<file path="src/rtl/mp_boot_seq.sv">
module mp_boot_seq #(
  parameter int NPROC = 4,
  parameter int ADDR_W = 32,
  parameter logic [ADDR_W-1:0] NOBOOT_ADDR = 32'h0040_0004,
  parameter logic [ADDR_W-1:0] BOOT_ADDR = 32'h0002_0000
) (
  input  logic                      clk,
  input  logic                      rst_n,
  input  logic [2:0]                strap_lead,
  input  logic [2:0]                strap_group,
  input  logic [NPROC-1:0]          boot_done,
  input  logic                      host_req,
  output logic                      host_gnt,
  output logic [NPROC-1:0]          bus_gnt,
  output logic                      rom_cs,
  output logic                      run,
  output logic [2*NPROC-1:0]        boot_mode,
  output logic [NPROC*ADDR_W-1:0]   start_addr
);
  localparam int IDX_W = (NPROC > 1) ? $clog2(NPROC) : 1;
  localparam logic [1:0] M_NONE = 2'd0, M_HOST = 2'd1, M_LINK = 2'd2, M_ROM = 2'd3;

  typedef enum logic [1:0] {S_IDLE, S_PROC, S_HOST} st_t;

  function automatic logic [1:0] decode(input logic [2:0] s);
    if (s[2])      return M_ROM;
    else if (s[1]) return M_LINK;
    else if (s[0]) return M_HOST;
    else           return M_NONE;
  endfunction

  logic               sampled;
  logic [2*NPROC-1:0] mode_q;
  logic [NPROC-1:0]   done_q;
  logic [NPROC-1:0]   pend;
  logic [IDX_W-1:0]   owner, nxt;
  st_t                st;

  wire [1:0] lead_mode  = decode(strap_lead);
  wire [1:0] group_mode = decode(strap_group);

  always_comb begin
    for (int i = 0; i < NPROC; i++)
      pend[i] = (mode_q[2*i +: 2] == M_ROM) && !done_q[i];
    nxt = '0;
    for (int i = NPROC-1; i >= 0; i--)
      if (pend[i]) nxt = IDX_W'(i);
  end

  always_ff @(posedge clk or negedge rst_n) begin
    if (!rst_n) begin
      sampled <= 1'b0;
      mode_q  <= '0;
      done_q  <= '0;
      st      <= S_IDLE;
      owner   <= '0;
    end else if (!sampled) begin
      sampled <= 1'b1;
      for (int i = 0; i < NPROC; i++) begin
        mode_q[2*i +: 2] <= (i == 0) ? lead_mode : group_mode;
        done_q[i]        <= (((i == 0) ? lead_mode : group_mode) == M_NONE);
      end
    end else begin
      for (int i = 0; i < NPROC; i++)
        if (boot_done[i] && (mode_q[2*i +: 2] == M_HOST || mode_q[2*i +: 2] == M_LINK))
          done_q[i] <= 1'b1;
      case (st)
        S_IDLE: begin
          if (host_req) st <= S_HOST;
          else if (|pend) begin
            st    <= S_PROC;
            owner <= nxt;
          end
        end
        S_PROC: begin
          if (boot_done[owner]) begin
            done_q[owner] <= 1'b1;
            st            <= S_IDLE;
          end
        end
        S_HOST: if (!host_req) st <= S_IDLE;
        default: st <= S_IDLE;
      endcase
    end
  end

  assign bus_gnt   = (st == S_PROC) ? (NPROC'(1) << owner) : '0;
  assign rom_cs    = (st == S_PROC);
  assign host_gnt  = (st == S_HOST);
  assign run       = sampled & (&done_q);
  assign boot_mode = mode_q;

  for (genvar g = 0; g < NPROC; g++) begin : g_addr
    assign start_addr[g*ADDR_W +: ADDR_W] = !sampled ? '0 :
      (mode_q[2*g +: 2] == M_NONE) ? NOBOOT_ADDR : BOOT_ADDR;
  end
endmodule

</file>
<file path="config.mk">
export PLATFORM = sky130hd
export DESIGN_NAME = mp_boot_seq
export DESIGN_NICKNAME = d
export VERILOG_FILES = /design/src/rtl/mp_boot_seq.sv
export SDC_FILE = /design/constraint.sdc
export NUM_CORES = 1
export LEC_CHECK = 0
export ABC_AREA = 1
export CAP_MARGIN = 20
export CELL_PAD_IN_SITES_DETAIL_PLACEMENT = 0
export CELL_PAD_IN_SITES_GLOBAL_PLACEMENT = 1
export CORE_MARGIN = 10
export CORE_UTILIZATION = 21
export DETAILED_ROUTE_END_ITERATION = 16
export GPL_TIMING_DRIVEN = 1
export PLACE_DENSITY = 0.87
export SLEW_MARGIN = 20
export SYNTH_ARGS = -nofsm -noshare
export SYNTH_HDL_FRONTEND = slang
export SYNTH_SLANG_ARGS = --single-unit
</file>
<file path="constraint.sdc">
create_clock -name clk -period 1.5 [get_ports clk]
set_input_delay 0.45 -clock clk [delete_from_list [all_inputs] [get_ports clk]]
set_output_delay 0.45 -clock clk [all_outputs]
set_load 0.01 [all_outputs]
</file>
==> reports/metrics.yaml <==
outcome: "finished with violations"
failed_checks: "setup timing"
area_growth_pct: 23.4
setup_ws_ns: -0.115
io_pins: 156
hold_viol: 0
synth-simple-area-share_pct: 17.1
start_util_pct: 21.7
yosysTopAreaCellShare_pct: 53.3
path_clk_slew_ns: 0.06
drt_pass1_iterations: 4
synth_compound_area_share_pct: 3.61
yosys.area_share.adder_pct: 2.77
die_area_um2: 12700
grt_setup_unrepaired: "true"
required_ns: 1.05
clock_latency_ns: 0.24
timing.fmax_ghz: 0.619
routed_via_density: 3.11
setup_viol: 15
drive_gt1_share_pct: 32.9
grt_max_degree: 14
slew_viol_final: 0
place_congestion: 0.752
setup_tns_ns: -1.05
yosysTopAreaCell: "buf_4"
arrival_ns: 1.16
cp_max_fo: 4
nNetsFinal: 337
core-area_um2: 8300
clock_path_buffers: 2
fin_area_um2: 2230
finish.utilization_pct: 26.8
cts_buffers: 3
antenna_found_initial: 0
routedWlPerCell_um: 11.1
io_buffers: 39
critical_path_class: "flop to primary output"
routed_wl_um: 4720
dp_hpwl_um: 4150
die_w_um: 113
grt_pass1_wl_um: 7200
syn_inst: 249
synth_top_family_by_area: "buffers and inverters"
p_leak_nw: 1.28
synth.mux.area_fraction_pct: 0
synth_area_per_cell_um2: 7.25
cts.sinks: 13
grtUsageTotal_pct: 6.79
yosysSeqAreaShare_pct: 18.0
cts-root-buf: "clkbuf_8"
die_y_um: 113
drt_iter0_drc: 17
dpl_cell_area_um2: 2040
skew_ns: 0.00126
num_rows: 33
ys_ff_latch: 13
ir_worst_vdd_mv: 0.265
synth_cell_types: 18
finalCritPeriodShare_pct: 108
hp-class: "input pin to asynchronous set/reset pin"
htree_levels: 1
critPathCaptureType: "primary output"
synthXorXnorAreaFrac_pct: 0
antennaDiodeCount: 0
fillCellCount: 917
startpoint_type: "flop"
route.vias.total: 1319
first_global_vias: 1481
syn_area_um2: 1800
synthTopCellsByArea: "buf_4 53%, dfrtp_1 18%, nand2_1 9.2%"
power.density_nw_per_um2: 904
hold_buffers: 0
period_needed_ns: 1.61
ant_nets: 0
gr-total-overflow: 0
p_total_w: 0.00201
drc_errors: 0
cts_tree: "yes"
maxCapViolations: 0
yosys_warnings: 0
cell families after synthesis:
| kind of cell | Yosys count |
|---|---|
| adder cells (fa/ha/maj) | 4 |
| AO/OA/AOI/OAI | 13 |
| buffers and inverters | 148 |
| AND/OR/NAND/NOR | 69 |
| flip-flops | 13 |
| other | 2 |
path summary, 6_finish.rpt:
kind                            slack [ns]           end  cells after the start         start
min in group clk                      0.58     done_q[0]                      4     done_q[0]
max in group asynchronous             0.81      owner[0]                      2         rst_n
worst max register to register        0.12      owner[0]                      9  boot_mode[6]
worst min register to register        0.58     done_q[0]                      4     done_q[0]
worst min-delay path                  0.51  boot_mode[6]                      2         rst_n
worst max-delay path                 -0.11    bus_gnt[2]                      4         st[1]
placed cells by master, fill, tap and decap left out, types with 6 or more instances in the layout:
cell             Yosys  routed
inv_2                5      11
clkdlybuf4s50_1      0      12
buf_4              128      41
conb_1               2     117
inv_1               14       6
dfrtp_1             13      11
buf_6                0      13
a21oi_1              7       6
nand2_2              3       8
nor2_1              10       6
nand2_1             44      38
per-layer routing:
metal	wire, um	global-route usage (%)
met5	0	0
met4	41	1.78
met3	504	3.22
met2	2530	12.7
met1	1640	6.52
cells in the mapped netlist:
master / n
nand3_1: 3
nor3_2: 4
a21oi_1: 7
buf_8: 1
nand2_2: 3
nor2_1: 10
inv_1: 14
o21ai_1: 4
nand2_1: 44
ha_1: 4
nor2_4: 1
nor3_1: 3
conb_1: 2
dfrtp_1: 13
inv_2: 5
o21ai_0: 2
nand4_1: 1
buf_4: 128
state kept, by name, indices dropped and copies added, names as in the netlist:
name / flops
boot_mode: 4
done_q: 4
owner: 2
st: 2
sampled: 1
critical path, cell delays in order, from the launching register on:
cell,delay (ns)
dfrtp_1,0.40
nor2_4,0.15
inv_4,0.07
nor3_4,0.13
buf_2,0.17
metrics by stage:
step / setup slack (ns) / hold slack, ns / cells
after global placement: -0.289 / 0.533 / 411
final: -0.115 / 0.509 / 424
after CTS: -0.135 / 0.509 / 422
after detailed placement: -0.372 / 0.555 / 411
after floorplan: 0.00244 / 0.154 / 364
after global routing: -0.179 / 0.522 / 424
power by group:
part,leakage [nW],switching [W],internal [W]
clock,0.0228,0.000128,0.000188
sequential,0.155,0.0000907,0.000431
combinational,1.10,0.000669,0.000506
total,1.28,0.000888,0.00112
area by class of cell:
type / count / area, um2 / area share [%]
Timing Repair Buffer: 80 / 679 / 30.5
Sequential cell: 13 / 328 / 14.7
Inverter: 19 / 78.8 / 3.54
Multi-Input combinational cell: 203 / 965 / 43.3
Tap cell: 105 / 131 / 5.90
Clock buffer: 4 / 45.0 / 2.02
what timing repair did:
| item | 4_1_cts | 5_1_grt |
|---|---|---|
| pin swaps | 6 | 4 |
| resized for setup | 126 | 23 |
| endpoints found under the setup margin | 27 | 26 |
| buffers inserted | 7 | 2 |
(Power assumes the default switching activity.)
